### config.mk
export PLATFORM = sky130hd
export DESIGN_NAME = dram_refresh_sched
export DESIGN_NICKNAME = d
export VERILOG_FILES = /design/src/rtl/dram_refresh_sched.sv
export SDC_FILE = /design/constraint.sdc
export NUM_CORES = 1
export LEC_CHECK = 0
export CAP_MARGIN = 5
export CORE_MARGIN = 10
export CORE_UTILIZATION = 40
export CTS_BUF_LIST = sky130_fd_sc_hd__clkbuf_8
export DETAILED_ROUTE_END_ITERATION = 7
export DONT_BUFFER_PORTS = 1
export PLACE_DENSITY_LB_ADDON = 0.1
export SYNTH_ARGS = -nofsm -noshare
export SYNTH_HDL_FRONTEND = slang
export SYNTH_SLANG_ARGS = --single-unit
### constraint.sdc
create_clock -name clk -period 4.2 [get_ports clk]
set_input_delay 0.84 -clock clk [delete_from_list [all_inputs] [get_ports clk]]
set_output_delay 0.84 -clock clk [all_outputs]
set_load 0.1 [all_outputs]
### src/rtl/dram_refresh_sched.sv
module dram_refresh_sched #(
  parameter int unsigned CLK_HZ      = 125_000_000,
  parameter int unsigned ROWS        = 2048,
  parameter int unsigned SETUP_CYC   = 1,
  parameter int unsigned PULSE_CYC   = 3,
  parameter int unsigned RECOV_CYC   = 2,
  parameter int unsigned BACKLOG_MAX = 8,
  localparam int ROW_W = $clog2(ROWS)
) (
  input  logic             clk,
  input  logic             rst_n,
  input  logic             cbr_mode,
  input  logic [1:0]       period_sel,
  input  logic             ref_gnt,
  output logic             ref_req,
  output logic             ras_n,
  output logic             cas_n,
  output logic [ROW_W-1:0] ref_row,
  output logic             busy
);
  localparam longint unsigned KHZ = longint'(CLK_HZ) / 1000;
  localparam longint unsigned IV0 = KHZ * 16  / ROWS;
  localparam longint unsigned IV1 = KHZ * 32  / ROWS;
  localparam longint unsigned IV2 = KHZ * 64  / ROWS;
  localparam longint unsigned IV3 = KHZ * 128 / ROWS;
  localparam int TW    = $clog2(IV3 + 1);
  localparam int BW    = $clog2(BACKLOG_MAX + 1);
  localparam int unsigned PH_MAX = (SETUP_CYC > PULSE_CYC) ?
      ((SETUP_CYC > RECOV_CYC) ? SETUP_CYC : RECOV_CYC) :
      ((PULSE_CYC > RECOV_CYC) ? PULSE_CYC : RECOV_CYC);
  localparam int CW    = $clog2(PH_MAX + 1);

  typedef enum logic [1:0] {S_IDLE, S_SETUP, S_PULSE, S_RECOV} phase_t;

  phase_t           phase;
  logic [CW-1:0]    ph_cnt;
  logic [TW-1:0]    tmr, ivl;
  logic [BW-1:0]    backlog;
  logic [ROW_W-1:0] row_cnt;
  logic             mode_q;
  logic             tick, take;

  always_comb begin
    case (period_sel)
      2'd0:    ivl = TW'(IV0);
      2'd1:    ivl = TW'(IV1);
      2'd2:    ivl = TW'(IV2);
      default: ivl = TW'(IV3);
    endcase
  end

  assign tick    = (tmr >= ivl - TW'(1));
  assign ref_req = (phase == S_IDLE) && (backlog != '0);
  assign take    = ref_req && ref_gnt;
  assign busy    = (phase != S_IDLE);
  assign ras_n   = (phase != S_PULSE);
  assign cas_n   = !(mode_q && (phase == S_SETUP || phase == S_PULSE));
  assign ref_row = (busy && !mode_q) ? row_cnt : '0;

  always_ff @(posedge clk or negedge rst_n) begin
    if (!rst_n) tmr <= '0;
    else        tmr <= tick ? '0 : tmr + TW'(1);
  end

  always_ff @(posedge clk or negedge rst_n) begin
    if (!rst_n) backlog <= '0;
    else if (tick && !take && backlog != BW'(BACKLOG_MAX)) backlog <= backlog + BW'(1);
    else if (!tick && take) backlog <= backlog - BW'(1);
  end

  always_ff @(posedge clk or negedge rst_n) begin
    if (!rst_n) begin
      phase   <= S_IDLE;
      ph_cnt  <= '0;
      row_cnt <= '0;
      mode_q  <= 1'b0;
    end else begin
      case (phase)
        S_IDLE: if (take) begin
          phase  <= S_SETUP;
          ph_cnt <= '0;
          mode_q <= cbr_mode;
        end
        S_SETUP: if (ph_cnt == CW'(SETUP_CYC - 1)) begin
          phase <= S_PULSE; ph_cnt <= '0;
        end else ph_cnt <= ph_cnt + CW'(1);
        S_PULSE: if (ph_cnt == CW'(PULSE_CYC - 1)) begin
          phase <= S_RECOV; ph_cnt <= '0;
        end else ph_cnt <= ph_cnt + CW'(1);
        default: if (ph_cnt == CW'(RECOV_CYC - 1)) begin
          phase  <= S_IDLE;
          ph_cnt <= '0;
          if (!mode_q)
            row_cnt <= (row_cnt == ROW_W'(ROWS - 1)) ? '0 : row_cnt + ROW_W'(1);
        end else ph_cnt <= ph_cnt + CW'(1);
      endcase
    end
  end

  assert_no_req_when_busy_R3: assert property (@(posedge clk) disable iff (!rst_n)
    busy |-> !ref_req);
  assert_cas_idle_row_mode_R4: assert property (@(posedge clk) disable iff (!rst_n)
    (!ras_n && !mode_q) |-> cas_n);
  assert_cas_before_ras_R5: assert property (@(posedge clk) disable iff (!rst_n)
    (mode_q && $fell(ras_n)) |-> $past(!cas_n));
  assert_no_addr_cbr_R5: assert property (@(posedge clk) disable iff (!rst_n)
    !cas_n |-> (ref_row == '0));
  assert_row_step_R6: assert property (@(posedge clk) disable iff (!rst_n)
    ($fell(busy) && !mode_q) |->
      (row_cnt == (($past(row_cnt) == ROW_W'(ROWS - 1)) ? '0 : $past(row_cnt) + ROW_W'(1))));
  assert_backlog_cap_R7: assert property (@(posedge clk) disable iff (!rst_n)
    backlog <= BW'(BACKLOG_MAX));
  assert_busy_after_grant_R8: assert property (@(posedge clk) disable iff (!rst_n)
    $rose(busy) |-> $past(ref_req && ref_gnt));
endmodule

==> results_dict.tcl, run 1 <==
set metrics [dict create \
    diodes 0 \
    reg2reg_from "tmr[0]" \
    placed_cell_area_um2 2500 \
    wire_per_inst_um 13.3 \
    insertion_delay_ns 0.28 \
    dieArea_um2 9270 \
    slew_viol_final 0 \
    fill_cells 549 \
    final_area_um2 2570 \
    h-tree-depth 2 \
    internal_power_uw 742 \
    crit_fanout 5 \
    power.leakage_nw 1.32 \
    syn2layout_area_growth_pct 10.7 \
    rr_worst_depth 14 \
    end_kind "register" \
    grt_pass1_wl_um 7800 \
    status "finished, final reports clean" \
    antenna_left 0 \
    crit_type "input port to register" \
    clock-sinks 33 \
    drtIter0Drc 70 \
    post-route-period-util 0.788 \
    drcViolationCount 0 \
    initial_core_util 0.417 \
    reg2reg_to "backlog[3]" \
    place.gp.congestion 0.838 \
    path_clk_slew_ns 0.06 \
    fp-row-count 27 \
    relSlewSlack 0.395 \
    cts_setup_buffers 0 \
    synth_fp_nets 293 \
    max_cap_violations 0 \
    portBuffers 0 \
    coreArea_um2 5570 \
    clkPwrFrac 0.148 \
    postCtsHoldBufs 0 \
    clock_skew_ns 0.00507 \
    die_h_um 96.3 \
    setup_tns_ns 0 \
    ys_seq_area_frac 0.355 \
    rrSetupSlack_ns 1.42 \
    finalSetupViolCount 0 \
    viasPerCell 4.93 \
    synthCells 250 \
    ir_drop_mv 0.342 \
    timing.fmax_mhz 302 \
    pin_count 21 \
    ys_ff_latch 33 \
    crit_required_ns 4.41 \
    tightest_slew_ns 0.905 \
    ys_types 37 \
    rsz0062_at_grt "false" \
    antenna_found_initial 0 \
    grt_overflow 0 \
    drtPass1Iterations 4 \
    vias 1665 \
    final_common_cell "ha_1" \
    worstHoldPathType "input port to async pin" \
    grt_pass1_vias 1715 \
    synth_warnings 0 \
    cts.repair.resized 0 \
    synth_top_area_frac 0.355 \
    switchingPower_uw 702 \
    track_usage 0.105 \
    avgSynthCellArea_um2 9.30 \
    tritoncts "built" \
    dp_hpwl_um 3370 \
    layout_common_cells "36 x ha_1, 33 x dfrtp_1, 29 x nor2_1, 23 x nand2_1, 20 x inv_1" \
    netlist_area_um2 2330 \
    drive_above_1_share 0.105 \
    synth_top_area_cell "dfrtp_1" \
    cts_buffers 5 \
    root_buffer "clkbuf_8" \
    power_density_nw_per_um2 561 \
    grt_max_degree 34 \
    power.share.sequential 0.342 \
    crit_arrival_ns 3.52 \
    hold_viol 0 \
    fin_crit_ns 3.31 \
    critPathLaunchType "input port" \
    p_comb_frac 0.509 \
    switching_share 0.486 \
    synth_area_leaders "dfrtp_1 36%, ha_1 19%, nor2_1 4.8%, xor2_1 4.5%, nand2_1 3.7%" \
    fin_nets 310 \
    die_x_um 96.3 \
    clock_path_buffers 2 \
    drt_wl_total_um 4490 \
]
[area by class of cell]
| type | instances | area (um^2) | area share |
|---|---|---|---|
| multi-input combinational | 193 | 1410 | 0.546 |
| sequential | 33 | 826 | 0.321 |
| timing repair buffer | 14 | 105 | 0.0408 |
| tap | 72 | 90.1 | 0.0350 |
| inverter | 20 | 75.1 | 0.0292 |
| clock buffer | 5 | 68.8 | 0.0267 |
| clock inverter | 1 | 5.00 | 0.00194 |
[Yosys cell counts (all sizes together)]
master  number
a211o        1
a211oi       1
a21o         5
a21oi       10
a221o        1
a22oi        1
and2        11
and3         7
buf          1
clkbuf       3
dfrtp       33
fa           1
ha          36
inv         20
mux2         3
mux2i        2
nand2       23
nand2b       1
nand3       14
nand3b       1
nand4        4
nor2        31
nor2b        1
nor3         2
nor4         1
o21a         1
o21ai        8
o221a        1
o22ai        1
o41ai        1
or3          3
xnor2        9
xor2        12
[power by group through the flow]
stage               Sequential, mW  Clock, mW  Combinational (mW)
finish                       0.494      0.214               0.735
global route                 0.508      0.239               0.821
CTS                          0.495      0.228               0.746
detailed placement           0.498          0               0.742
global placement             0.500          0               0.732
floorplan                    0.471          0               0.628
[kinds of logic (layout without fill, tap and decap cells)]
family / Yosys count / count (layout) / share of synthesized area
AND/OR/NAND/NOR: 99 / 99 / 0.208
adder cells (fa/ha/maj): 37 / 37 / 0.202
flip-flops: 33 / 33 / 0.355
AO/OA/AOI/OAI: 31 / 31 / 0.0839
buffers and inverters: 24 / 40 / 0.0420
XOR/XNOR: 21 / 21 / 0.0791
multiplexers: 5 / 5 / 0.0301
[critical path, cell delays in order]
cell and delay [ns]:
inv_1 0.12, ha_1 0.25, inv_1 0.07, ha_1 0.28, a211oi_1 0.24, o21ai_0 0.12
a211o_1 0.32, nand2_1 0.12, ha_1 0.24, a21o_1 0.17, a21oi_1 0.22, nor2_1 0.08
and3_1 0.19, o21a_1 0.18, nor2_1 0.07
[sequential cells by signal, indices dropped and copies added (netlist names)]
name / count
mode_q: 1
tmr: 13
row_cnt: 11
ph_cnt: 2
backlog: 4
phase: 2
[metrics by stage]
step	util	std cells	hold slack (ns)	power, mW	setup slack [ns]
6_report	0.462	338	0.255	1.44	0.891
5_1_grt	0.462	338	0.234	1.57	0.554
4_1_cts	0.462	338	0.239	1.47	0.886
3_5_place_dp	0.449	332	0.489	1.24	0.584
3_3_place_gp	0.449	332	0.479	1.23	0.700
2_1_floorplan	-	250	0.456	1.10	0.496
[how the worst max path moves through the flow]
stage	from	to	slack, ns	depth (start not counted)
2_1_floorplan	period_sel[1]	backlog[3]	0.50	18
3_5_place_dp	period_sel[1]	backlog[3]	0.58	15
4_1_cts	period_sel[1]	backlog[3]	0.89	15
3_3_place_gp	period_sel[1]	backlog[3]	0.70	15
6_report	period_sel[1]	backlog[3]	0.89	15
5_1_grt	period_sel[1]	backlog[3]	0.55	15
[metal layers]
| layer | wire [um] | share of wire | up-vias | global-route usage |
|---|---|---|---|---|
| li1 | - | - | 865 | - |
| met1 | 2180 | 0.49 | 769 | 0.132 |
| met5 | 0 | 0 | - | 0 |
| met3 | 184 | 0.041 | 8 | 0.0304 |
| met4 | 72 | 0.016 | 0 | 0.0405 |
| met2 | 2050 | 0.46 | 23 | 0.167 |
Note: power is estimated with default switching activity, not from simulation.
==> inputs of run 2 (changes only) <==
==> constraint.sdc (replaced) <==
create_clock -name clk -period 3.3 [get_ports clk]
set_input_delay 0.66 -clock clk [delete_from_list [all_inputs] [get_ports clk]]
set_output_delay 0.66 -clock clk [all_outputs]
set_load 0.1 [all_outputs]
==> run 2 against run 1 <==
  * Non-clock buffer count is the same
  * Clock power grew 42%
  * Global-route usage shrank 0.10 points
  * Largest power group unchanged
  * Critical endpoint unchanged
  * Sequential cell count is the same
  * First-iteration DRC count shrank 53%
  * Sequential share of layout area shrank 0.72 points
  * Utilization grew 1.1 points
  * Clock skew shrank 0.0019 ns
  * Die area is the same
  * Register-to-register slack lost 0.83 ns
==> results_dict.tcl, run 2 (same netlist as run 1, synthesis figures left out) <==
set metrics [dict create \
    power.leakage_nw 1.32 \
    crit_fanout 5 \
    antenna_left 0 \
    reg2reg_to "backlog[3]" \
    cp_slowest_stage_delay_ns 0.28 \
    vias 1664 \
    insertion_delay_ns 0.28 \
    crit_slowest_cell "a211o_1" \
    fin_crit_ns 2.95 \
    drtIter0Drc 33 \
    hold_viol 0 \
    pre_cts_ws_ns 0.0412 \
    finalWorstSetupSlack_ns 0.352 \
    tritoncts "built" \
    ir_drop_mv 0.579 \
    largest_reg_flops 13 \
    path_common_cell "ha_1" \
    slew_viol_final 0 \
    cts_buffers 5 \
    power.total_mw 1.88 \
    crit_required_ns 3.52 \
    viasPerCell 4.91 \
    grt_pass1_wl_um 7820 \
    largest-register "tmr" \
    die_h_um 96.3 \
    coreArea_um2 5570 \
    max_cap_violations 0 \
    cts.repair.resized 0 \
    place.gp.congestion 0.782 \
    grt_overflow 0 \
    initial_core_util 0.417 \
    timing.fmax_mhz 339 \
    dieArea_um2 9270 \
    portBuffers 0 \
    dp_cells 332 \
    crit_start "period_sel[0]" \
    tightest_slew_ns 0.899 \
    worstHoldPathType "input port to async pin" \
    critPathLaunchType "input port" \
    drcViolationCount 0 \
    dp_hpwl_um 3350 \
    postCtsHoldBufs 0 \
    rsz0062_at_grt "false" \
    h-tree-depth 2 \
    relSlewSlack 0.399 \
    setup_tns_ns 0 \
    drtPass1Iterations 4 \
    track_usage 0.104 \
    syn2layout_area_growth_pct 13.2 \
    top_regs "tmr: 13 flops, row_cnt: 11 flops, backlog: 4 flops" \
    crit_type "input port to register" \
    reg2reg_from "tmr[11]" \
    rrSetupSlack_ns 0.59 \
    layout_common_cells "33 x ha_1, 33 x dfrtp_1, 29 x nor2_1, 22 x nand2_1, 19 x inv_1" \
    fp-row-count 27 \
    finalSetupViolCount 0 \
    die_x_um 96.3 \
    crit_arrival_ns 3.16 \
    clock_path_buffers 2 \
    path_clk_slew_ns 0.07 \
    root_buffer "clkbuf_8" \
    diodes 0 \
    instances_no_fill 339 \
    drt_wl_total_um 4390 \
    status "finished, final reports clean" \
    power_density_nw_per_um2 713 \
    clock-sinks 33 \
    pin_count 21 \
    fin_nets 310 \
    clock_skew_ns 0.00315 \
    rr_worst_depth 13 \
    end_kind "register" \
    drive_above_1_share 0.131 \
    grt_pass1_vias 1695 \
    antenna_found_initial 0 \
    cts_setup_buffers 0 \
    grt_max_degree 34 \
    path_cells "clkinvlp_4 -> ha_1 -> o21ai_1 -> ha_1 -> a21o_1 -> nand3_1 -> a21oi_1 -> a211o_1 -> nand2_4 -> ha_1 -> a21o_1 -> a21oi_2 -> nor2_1 -> and3_1 -> o21a_1 -> nor2_1" \
    post-route-period-util 0.893 \
    wire_per_inst_um 12.9 \
]
==> run 2: worst max-delay path by stage <==
stage                  to  slack [ns]  depth (start not counted)
3_3_place_gp   backlog[3]        0.04                         16
4_1_cts        backlog[3]        0.32                         16
2_1_floorplan  backlog[3]       0.002                         18
5_1_grt        backlog[3]        0.14                         16
6_report       backlog[3]        0.35                         16
3_5_place_dp   backlog[3]        0.04                         16
==> run 2: layout make-up <==
cell class	count	area, um^2
inverter	20	82.6
timing repair buffer	14	105
multi-input combinational	193	1440
sequential	33	826
clock inverter	1	3.75
tap	72	90.1
clock buffer	6	82.6
fill	554	2940
==> run 2: critical path: cells and delay by family <==
family	cells	cell delay, ns
AOI/OAI and AO/OA	7	1.18
adders and majority gates	3	0.73
buffers and inverters	1	0.10
and+or+nand+nor	5	0.50
==> run 2: power breakdown <==
group	internal [mW]	switching (mW)
registers	0.497	0.130
clock network	0.162	0.142
logic	0.312	0.633
total	0.972	0.905
==> run 2: layer usage <==
layer	part of all wire	up-vias	track usage
li1	-	871	-
met1	0.50	769	0.134
met2	0.45	16	0.162
met3	0.043	8	0.0304
met4	0.013	0	0.0369
met5	0	-	0
==> run 2: metrics by stage <==
step / utilization / area (um^2) / hold WS [ns]
6_report: 0.473 / 2630 / 0.0687
5_1_grt: 0.473 / 2630 / 0.0500
4_1_cts: 0.473 / 2630 / 0.0594
3_5_place_dp: 0.457 / 2550 / 0.366
3_3_place_gp: 0.457 / 2550 / 0.366
2_1_floorplan: - / 2380 / 0.364
